**config.mk**
```make
export PLATFORM = sky130hd
export DESIGN_NAME = irq_accept_top
export DESIGN_NICKNAME = d
export VERILOG_FILES = /design/src/rtl/irq_pkg.sv /design/src/rtl/irq_special_latch.sv /design/src/rtl/irq_prio_encoder.sv /design/src/rtl/irq_vec_store.sv /design/src/rtl/irq_dispatch_arbiter.sv /design/src/rtl/irq_accept_top.sv
export SDC_FILE = /design/constraint.sdc
export NUM_CORES = 2
export LEC_CHECK = 0
export BUFFER_PORTS_ARGS = -buffer_cell sky130_fd_sc_hd__buf_2
export CAP_MARGIN = 20
export CORE_AREA = 2 2 317 319
export DETAILED_ROUTE_END_ITERATION = 6
export DIE_AREA = 0 0 319 321
export SYNTH_ARGS = -nofsm -noshare
export SYNTH_HDL_FRONTEND = slang
export SYNTH_SLANG_ARGS = --single-unit
```
**constraint.sdc**
```tcl
create_clock -name clk -period 5.4 [get_ports clk]
set_clock_uncertainty 0.1 [all_clocks]
set_input_delay 1.08 -clock clk [delete_from_list [all_inputs] [get_ports clk]]
set_output_delay 1.08 -clock clk [all_outputs]
set_load 0.05 [all_outputs]
```
**src/rtl/irq_pkg.sv**
```systemverilog
package irq_pkg;

    typedef enum logic [2:0] {
        DM_FIXED  = 3'd0,
        DM_LOWPRI = 3'd1,
        DM_SMI    = 3'd2,
        DM_RSV3   = 3'd3,
        DM_NMI    = 3'd4,
        DM_INIT   = 3'd5,
        DM_RSV6   = 3'd6,
        DM_EXT    = 3'd7
    } dmode_e;

    typedef enum logic [2:0] {
        SK_NONE = 3'd0,
        SK_SMI  = 3'd1,
        SK_NMI  = 3'd2,
        SK_INIT = 3'd3,
        SK_EXT  = 3'd4,
        SK_VEC  = 3'd5
    } svc_kind_e;

    localparam int NUM_SLOTS = 4;
    localparam int SL_SMI    = 0;
    localparam int SL_NMI    = 1;
    localparam int SL_INIT   = 2;
    localparam int SL_EXT    = 3;

endpackage

```
**src/rtl/irq_special_latch.sv**
```systemverilog
module irq_special_latch #(
    parameter int VEC_W = 8
) (
    input  logic             clk,
    input  logic             rst_n,
    input  logic             set_i,
    input  logic [VEC_W-1:0] vec_i,
    input  logic             clr_i,
    output logic             pend_o,
    output logic [VEC_W-1:0] vec_o
);

    typedef struct packed {
        logic             pend;
        logic [VEC_W-1:0] vec;
    } slot_t;

    slot_t st_d, st_q;

    always_comb begin
        st_d = st_q;
        if (clr_i) begin
            st_d.pend = 1'b0;
        end
        if (set_i && !st_d.pend) begin
            st_d.pend = 1'b1;
            st_d.vec  = vec_i;
        end
    end

    always_ff @(posedge clk) begin
        if (!rst_n) begin
            st_q <= '0;
        end else begin
            st_q <= st_d;
        end
    end

    assign pend_o = st_q.pend;
    assign vec_o  = st_q.vec;

    AST_SLOT_DROP: assert property (@(posedge clk) disable iff (!rst_n)
        (pend_o && set_i && !clr_i) |=> (pend_o && $stable(vec_o)));

    AST_SLOT_CLEAR: assert property (@(posedge clk) disable iff (!rst_n)
        (clr_i && !set_i) |=> !pend_o);

endmodule

```
**src/rtl/irq_prio_encoder.sv**
```systemverilog
module irq_prio_encoder #(
    parameter int W     = 256,
    parameter int IDX_W = (W > 1) ? $clog2(W) : 1
) (
    input  logic [W-1:0]     bits_i,
    output logic             any_o,
    output logic [IDX_W-1:0] idx_o
);

    always_comb begin
        any_o = 1'b0;
        idx_o = '0;
        for (int i = 0; i < W; i++) begin
            if (bits_i[i]) begin
                any_o = 1'b1;
                idx_o = IDX_W'(i);
            end
        end
    end

endmodule

```
**src/rtl/irq_vec_store.sv**
```systemverilog
module irq_vec_store #(
    parameter int VEC_W = 8,
    localparam int NVEC = 1 << VEC_W
) (
    input  logic             clk,
    input  logic             rst_n,
    input  logic             set_i,
    input  logic [VEC_W-1:0] set_vec_i,
    input  logic             set_level_i,
    input  logic             ack_i,
    output logic [NVEC-1:0]  req_o,
    output logic [NVEC-1:0]  trig_o,
    output logic [NVEC-1:0]  isr_o,
    output logic [VEC_W-1:0] hi_o,
    output logic             any_o,
    output logic [VEC_W-1:0] top_o
);

    typedef struct packed {
        logic [NVEC-1:0]  req;
        logic [NVEC-1:0]  trig;
        logic [NVEC-1:0]  isr;
        logic [VEC_W-1:0] hi;
    } store_t;

    store_t st_d, st_q;

    irq_prio_encoder #(.W(NVEC), .IDX_W(VEC_W)) u_top_enc (
        .bits_i (st_q.req),
        .any_o  (any_o),
        .idx_o  (top_o)
    );

    always_comb begin
        st_d = st_q;
        if (ack_i && any_o) begin
            st_d.req[top_o] = 1'b0;
            st_d.isr[top_o] = 1'b1;
        end
        if (set_i) begin
            if (!st_d.req[set_vec_i]) begin
                st_d.trig[set_vec_i] = set_level_i;
            end
            st_d.req[set_vec_i] = 1'b1;
            if (set_vec_i > st_q.hi) begin
                st_d.hi = set_vec_i;
            end
        end
    end

    always_ff @(posedge clk) begin
        if (!rst_n) begin
            st_q <= '0;
        end else begin
            st_q <= st_d;
        end
    end

    assign req_o  = st_q.req;
    assign trig_o = st_q.trig;
    assign isr_o  = st_q.isr;
    assign hi_o   = st_q.hi;

    AST_REQ_SET: assert property (@(posedge clk) disable iff (!rst_n)
        set_i |=> req_o[$past(set_vec_i)]);

    AST_TRIG_KEEP: assert property (@(posedge clk) disable iff (!rst_n)
        (set_i && req_o[set_vec_i] && !ack_i) |=>
        (trig_o[$past(set_vec_i)] == $past(trig_o[set_vec_i])));

    AST_HI_MONO: assert property (@(posedge clk) disable iff (!rst_n)
        !set_i |=> $stable(hi_o));

    AST_HI_RISE: assert property (@(posedge clk) disable iff (!rst_n)
        set_i |=> (hi_o >= $past(set_vec_i)));

endmodule

```
**src/rtl/irq_dispatch_arbiter.sv**
```systemverilog
module irq_dispatch_arbiter
    import irq_pkg::*;
#(
    parameter int VEC_W = 8
) (
    input  logic [NUM_SLOTS-1:0]            pend_i,
    input  logic [NUM_SLOTS-1:0][VEC_W-1:0] slot_vec_i,
    input  logic                            vec_any_i,
    input  logic [VEC_W-1:0]                vec_top_i,
    input  logic                            ack_i,
    output svc_kind_e                       kind_o,
    output logic [VEC_W-1:0]                vec_o,
    output logic [NUM_SLOTS-1:0]            slot_clr_o,
    output logic                            vec_ack_o
);

    logic urgent;
    assign urgent = pend_i[SL_SMI] | pend_i[SL_NMI] | pend_i[SL_INIT];

    always_comb begin
        kind_o     = SK_NONE;
        vec_o      = '0;
        slot_clr_o = '0;
        vec_ack_o  = 1'b0;
        if (urgent) begin
            if (pend_i[SL_SMI]) begin
                kind_o             = SK_SMI;
                vec_o              = slot_vec_i[SL_SMI];
                slot_clr_o[SL_SMI] = ack_i;
            end else if (pend_i[SL_NMI]) begin
                kind_o             = SK_NMI;
                vec_o              = slot_vec_i[SL_NMI];
                slot_clr_o[SL_NMI] = ack_i;
            end else begin
                kind_o              = SK_INIT;
                vec_o               = slot_vec_i[SL_INIT];
                slot_clr_o[SL_INIT] = ack_i;
            end
        end else if (pend_i[SL_EXT]) begin
            kind_o             = SK_EXT;
            vec_o              = slot_vec_i[SL_EXT];
            slot_clr_o[SL_EXT] = ack_i;
        end else if (vec_any_i) begin
            kind_o    = SK_VEC;
            vec_o     = vec_top_i;
            vec_ack_o = ack_i;
        end
    end

endmodule

```
**src/rtl/irq_accept_top.sv**
```systemverilog
module irq_accept_top
    import irq_pkg::*;
#(
    parameter int VEC_W = 8,
    localparam int NVEC = 1 << VEC_W
) (
    input  logic             clk,
    input  logic             rst_n,
    input  logic             req_valid,
    input  logic [VEC_W-1:0] req_vector,
    input  logic [2:0]       req_mode,
    input  logic             req_level,
    output logic             svc_valid,
    output logic [2:0]       svc_kind,
    output logic [VEC_W-1:0] svc_vector,
    input  logic             svc_ack,
    output logic             urgent_pend,
    output logic [VEC_W-1:0] top_req_vector,
    output logic [NVEC-1:0]  req_bits,
    output logic [NVEC-1:0]  trig_bits,
    output logic [NVEC-1:0]  isr_bits
);

    dmode_e                          mode;
    logic                            vec_set;
    logic [NUM_SLOTS-1:0]            slot_set;
    logic [NUM_SLOTS-1:0]            slot_clr;
    logic [NUM_SLOTS-1:0]            slot_pend;
    logic [NUM_SLOTS-1:0][VEC_W-1:0] slot_vec;
    logic                            vec_any;
    logic [VEC_W-1:0]                vec_top;
    logic                            vec_ack;
    svc_kind_e                       kind;

    assign mode = dmode_e'(req_mode);

    always_comb begin
        vec_set  = 1'b0;
        slot_set = '0;
        if (req_valid) begin
            unique case (mode)
                DM_FIXED, DM_LOWPRI: vec_set          = 1'b1;
                DM_SMI:              slot_set[SL_SMI]  = 1'b1;
                DM_NMI:              slot_set[SL_NMI]  = 1'b1;
                DM_INIT:             slot_set[SL_INIT] = 1'b1;
                DM_EXT:              slot_set[SL_EXT]  = 1'b1;
                default: ;
            endcase
        end
    end

    for (genvar g = 0; g < NUM_SLOTS; g++) begin : g_slot
        irq_special_latch #(.VEC_W(VEC_W)) u_slot (
            .clk    (clk),
            .rst_n  (rst_n),
            .set_i  (slot_set[g]),
            .vec_i  (req_vector),
            .clr_i  (slot_clr[g]),
            .pend_o (slot_pend[g]),
            .vec_o  (slot_vec[g])
        );
    end

    irq_vec_store #(.VEC_W(VEC_W)) u_store (
        .clk         (clk),
        .rst_n       (rst_n),
        .set_i       (vec_set),
        .set_vec_i   (req_vector),
        .set_level_i (req_level),
        .ack_i       (vec_ack),
        .req_o       (req_bits),
        .trig_o      (trig_bits),
        .isr_o       (isr_bits),
        .hi_o        (top_req_vector),
        .any_o       (vec_any),
        .top_o       (vec_top)
    );

    irq_dispatch_arbiter #(.VEC_W(VEC_W)) u_arb (
        .pend_i     (slot_pend),
        .slot_vec_i (slot_vec),
        .vec_any_i  (vec_any),
        .vec_top_i  (vec_top),
        .ack_i      (svc_ack),
        .kind_o     (kind),
        .vec_o      (svc_vector),
        .slot_clr_o (slot_clr),
        .vec_ack_o  (vec_ack)
    );

    assign svc_kind    = kind;
    assign svc_valid   = (kind != SK_NONE);
    assign urgent_pend = slot_pend[SL_SMI] | slot_pend[SL_NMI] | slot_pend[SL_INIT];

    AST_RSV_IGNORED: assert property (@(posedge clk) disable iff (!rst_n)
        (req_valid && (req_mode == 3'd3 || req_mode == 3'd6) && !svc_ack) |=>
        ($stable(req_bits) && $stable(trig_bits) && $stable(svc_kind) &&
         $stable(svc_vector) && $stable(urgent_pend)));

    AST_URGENT_FIRST: assert property (@(posedge clk) disable iff (!rst_n)
        urgent_pend |-> (svc_kind == 3'd1 || svc_kind == 3'd2 || svc_kind == 3'd3));

    AST_EXT_NOT_URGENT: assert property (@(posedge clk) disable iff (!rst_n)
        (req_valid && req_mode == 3'd7 && !urgent_pend) |=> !urgent_pend);

    AST_ISR_MOVE: assert property (@(posedge clk) disable iff (!rst_n)
        (svc_ack && svc_kind == 3'd5 && !(req_valid && req_vector == svc_vector)) |=>
        (isr_bits[$past(svc_vector)] && !req_bits[$past(svc_vector)]));

    AST_RESET_IDLE: assert property (@(posedge clk)
        $past(!rst_n) |-> (!svc_valid && req_bits == '0 && isr_bits == '0));

endmodule

```
Yosys cells after proc, flatten, opt, wreduce, memory -nomap -nowiden

Index checks and enable logic that the tools add are counted.

Bits in registers: 812
Logic and storage cells: 601
Output and inout bits: 789

Multiplexer cells: 556
Bitwise gates (word level): 7
Equality and inequality tests: 5
Reduce and logical (&&, ||, !) cells: 16
$lt $le $gt $ge: 5

Operator list:

| cell                                                               | count |
|---|---|
| 2-to-1 mux 8 bit                                                   | 259 |
| 2-to-1 mux 256 bit                                                 | 2 |
| 2-to-1 mux 512 bit                                                 | 1 |
| OR 256 bit                                                         | 2 |
| 2-to-1 mux 1 bit                                                   | 279 |
| bitwise AND 256 bit                                                | 1 |
| bitwise mux 256 bit                                                | 1 |
| NOT 256 bit                                                        | 1 |
| 2-to-1 mux 9 bit                                                   | 4 |
| < comparator 8 x 9 -> 1 bit (second input constant)                | 2 |
| demux 1 bit (select 8 bit)                                         | 2 |
| greater-or-equal comparator 8 x 1 -> 1 bit (second input constant) | 2 |
| 2-to-1 mux 3 bit                                                   | 5 |
| equality test 3 bit (second input constant)                        | 3 |
| binary-select mux 1 bit (select 8 bit)                             | 1 |
| greater-than comparator 8 bit                                      | 1 |
| logical AND 1 bit                                                  | 7 |
| logical NOT 1 bit                                                  | 4 |
| 2-to-1 mux 4 bit                                                   | 1 |
| AND reduction 2 bit                                                | 2 |
| equality test 3 x 1 -> 1 bit (second input constant)               | 1 |
| equality test 3 x 2 -> 1 bit (second input constant)               | 1 |
| logical NOT 3 bit                                                  | 1 |
| nonzero test 3 bit                                                 | 1 |
| 4 further kinds                                                    | 5 |

Depth between registers and ports, before layout

Depth in word-level cells: 266
Depth in mapped cells: 23
Depth with buffers taken out: 16

Cells and area by module

A second synthesis with hierarchy kept.

Cells, all modules: 4817
Area total of the unflattened synthesis: 37806.3 um2

Modules (own cells, without submodules):

| module               | cells each | area each (um2) | seq. area each (um2) | times used |
|---|---|---|---|---|
| irq_vec_store        | 3984       | 32441.1         | 15534.9              | 1 |
| irq_prio_encoder     | 601        | 3344.5          | 0.0                  | 1 |
| irq_special_latch    | 39         | 376.6           | 180.2                | 4 |
| irq_dispatch_arbiter | 69         | 450.4           | 0.0                  | 1 |
| irq_accept_top       | 7          | 63.8            | 0.0                  | 1 |

Worst setup path after synthesis

OpenSTA, ideal clock, no wires.

Path kind: reg2out
From: reg u_store.st_q, in the netlist u_store.req_o[20]
To: out svc_vector[1]
Path slack: 274 ps
Cell stages (with the launch flop): 12
Data arrival time: 3946 ps
Cell sequence: dfxtp_1 > nor4_1 > o311ai_1 > a31o_1 > a2111oi_0 > o31ai_1 > a2111oi_4 > o21bai_1 > buf_2 > buf_2 > buf_2 > o21ai_0

Word-level cells in the longest chain between the ends: 239
Elaborated cells on any way between the ends: 475

RTL lines:

| element                                                                     | RTL line                   | source |
|---|---|---|
| start, declared                                                             | irq_vec_store.sv:26        | `store_t st_d, st_q;` |
| start signal, assigned                                                      | irq_vec_store.sv:55        | `st_q <= st_d;` |
| 2-to-1 mux 8 bit / 2-to-1 mux 1 bit (equally long branches) (236 in series) | irq_prio_encoder.sv:14     | `if (bits_i[i]) begin` |
| 2-to-1 mux 8 bit (*)                                                        | irq_dispatch_arbiter.sv:43 | `end else if (vec_any_i) begin` |
| 2-to-1 mux 8 bit (*)                                                        | irq_dispatch_arbiter.sv:39 | `end else if (pend_i[SL_EXT]) begin` |
| 2-to-1 mux 8 bit (*)                                                        | irq_dispatch_arbiter.sv:25 | `if (urgent) begin` |
| end, declared                                                               | irq_accept_top.sv:15       | `output logic [VEC_W-1:0] svc_vector,` |

Every way passes the cells marked *; elsewhere a longest branch is shown, timed or not.

==> metrics.md <==
| Metric | Value |
|---|---|
| Clock Pin Slew Worst Setup and Hold Paths | 0.06 ns |
| Post-synth top area share | 0.413 |
| HPWL Detailed | 177 mm |
| Clock Path Buffers | 3 |
| Total number of vias | 48200 |
| Clk sinks | 812 |
| Synthesized instance count | 4733 |
| Status | finished, violations left |
| Total die area | 102000 µm² |
| Crit share post-route | 1.04 |
| Vias per cell | 6.21 |
| Maxcap violations | 0 |
| Die height | 321 µm |
| Max rail drop VDD | 0.264 mV |
| Worst setup margin | -0.213 ns |
| Async set or reset register ratio after synthesis | 0 |
| RSZ-0062 raised after global routing | yes |
| # rows | 116 |
| Mapped Nets | 4757 |
| Syn Area/Cell | 8.31 µm² |
| Hold Slack | 0.353 ns |
| Total CTS buffers | 92 |
| Pleak | 26.4 nW |
| CP max FO | 13 |
| Synth warn | 0 |
| Htree depth | 3 |
| CP arrival | 6.03 ns |
| Io pins | 805 |
| Setup CP Type | register to register |
| Post-synthesis sequential area ratio | 0.413 |
| Pwr per Cell Area | 246 nW/µm² |
| Total power | 14.3 mW |
| Hold WC Path Type | register to register |
| Cell taking the most area after synthesis | dfxtp_1 |
| Avg WL per Cell | 31.2 µm |
| Final setup fails | 255 |
| Post-synth EDFFs | 0 |
| Nets | 6398 |
| Layout cell share with drive strength beyond 1 | 0.371 |
| Total congestion overflow | 0 |
| Clock latency on the worst-skew pair | 0.72 ns |
| Slew HR | 0.0928 |
| Core box area | 99300 µm² |
| # DRC | 0 |
| First-pass GRT wire length | 335 mm |
| Drt first-iter violations | 6166 |
| Vias in the first global route | 45200 |
| Least-Margin Pin Slew | 1.36 ns |
| Final wirelength | 242 mm |
| Most common cell after layout, fill and taps aside | buf_4 |
| Hold Violations, Final | 0 |
| Crit end category | register |
| Critical path required time | 5.82 ns |
| Max-slew violation count | 0 |
| Largest cells by area after synthesis | dfxtp_1 41%, mux2i_1 7.3%, nand2_1 6.0% |
| PortBufs | 804 |
| Largest net degree at the start of global routing | 257 |
| Min Tclk post-route | 5.61 ns |
| Hold-fix buffers at CTS | 0 |
| TritonCTS clock tree | built |
| Placer congestion estimate | 1.05 |
| 1st-pass router iterations | 6 |
| CP Launch Type | register |
| Most common flop cell mapped by yosys | dfxtp_1 |
| Chip Width | 319 µm |
| Post-Syn Area | 39300 µm² |
| Initial Util | 0.396 |
| Area Growth Syn to Fin | 47.3% |
| Commonest non-fill, non-tap cells in the layout | 1038 x buf_4, 803 x buf_2, 793 x dfxtp_1, 619 x nand2_1, 337 x nor2_1 |
| Fmax | 178 MHz |
| Total GRT Usage | 0.449 |
| Yosys reg bits | 812 |
| DRT antenna net count | 0 |
| Initial antenna violation count | 12 |
| Post-synth cell types | 93 |
| Failing checks | negative setup slack |
| Root buf cell | clkbuf_16 |
## critical path, stage by stage, from the launching register on
cell	delay (ns)
dfxtp_2	0.32
buf_4	0.13
buf_6	0.13
nor3b_1	0.13
a2111oi_1	0.36
buf_4	0.20
buf_4	0.10
o211ai_1	0.09
o211ai_1	0.19
buf_4	0.20
nand2_4	0.06
o41ai_4	0.33
buf_4	0.17
o21ai_4	0.06
buf_12	0.16
buf_8	0.13
or4_4	0.52
a32oi_1	0.21
o221ai_1	0.14
o31a_1	0.28
a221o_2	0.38
nor2_4	0.13
buf_12	0.16
buf_12	0.14
buf_12	0.13
buf_16	0.14
nand4_1	0.13
mux2i_1	0.18
## logic make-up (layout without fill, tap and decap cells)
group	after synthesis	after routing	synth area share
fa+ha+maj	8	8	0.00255
compound gates	1237	1238	0.222
other cells	0	11	0
buf+inv	504	2219	0.0521
xor+xnor	1	1	0.000223
simple gates	1873	1873	0.232
flops	812	812	0.413
mux	298	298	0.0782
## Yosys cell counts, types with 10 or more instances
master,instances
o22ai_1,16
nand2b_1,37
mux2i_1,287
nor4_2,10
a21boi_0,240
or2_2,12
dfxtp_1,812
buf_2,52
or3_1,28
nor3_1,115
and2_1,19
clkbuf_1,329
o211ai_1,65
a2111oi_0,16
nor2_1,366
o41ai_1,13
o21a_1,255
and3_1,19
a31oi_1,31
a21o_1,11
a22oi_1,11
o311ai_0,18
nor4_1,104
buf_1,20
nand2_1,631
o21ai_0,233
or4_1,39
o211a_1,11
inv_1,84
nand3_1,171
nand4_1,189
a21oi_1,107
o31ai_1,58
a211oi_1,14
nor2b_1,85
o31a_1,10
o2111ai_1,14
## metrics by stage
step	cells	TNS (ns)	instance area [µm²]	worst slack (ns)	util
after detailed placement	7501	-178.56	52200	-0.739	0.526
after global routing	7747	-41.96	57900	-0.291	0.583
after global placement	7499	-187.97	52200	-0.750	0.526
after floorplan	4733	0	39300	0.274	-
after CTS	7719	-0.869	56900	-0.0318	0.574
final	7758	-24.28	57900	-0.213	0.583
## worst paths after layout
check,end,slack [ns],startpoint,cells after the start
max,register,-0.21,u_store.req_o[120]$_SDFF_PN0_,27
min,u_store.isr_o[121]$_SDFFE_PN0N_,0.35,u_store.isr_o[121]$_SDFFE_PN0N_,2
max reg2reg,register,-0.21,u_store.req_o[120]$_SDFF_PN0_,27
min reg2reg,u_store.isr_o[121]$_SDFFE_PN0N_,0.35,u_store.isr_o[121]$_SDFFE_PN0N_,2
## routing by layer
layer  global-route usage  part of all wire  vias to the layer above
met4                0.310             0.082                        6
met3                0.110              0.11                      932
met5                    0           0.00016                        -
met2                0.690              0.44                     3397
li1                     -                 -                    20400
met1                0.554              0.37                    23400
## report_power, final
| group | switching, mW | internal (mW) |
|---|---|---|
| Clock | 2.80 | 3.98 |
| Sequential | 0.00746 | 6.00 |
| Combinational | 1.03 | 0.454 |
## repair_timing
action / 4_1_cts / 5_1_grt
cloned: 11 / 7
gates resized for setup: 194 / 162
buffers inserted: 38 / 23
pin swaps: 56 / 57
endpoints found under the setup margin: 307 / 305
## area by class of cell
type                            count  area [µm²]
Multi-Input combinational cell   3418       22500
Fill cell                        9243       41400
Antenna cell                       11        27.5
Clock inverter                     35         552
Tap cell                         1298        1620
Sequential cell                   812       16300
Clock buffer                      134        2670
Inverter                           87         327
Timing Repair Buffer             1963       13900
Note: power is estimated with default switching activity, not from simulation.
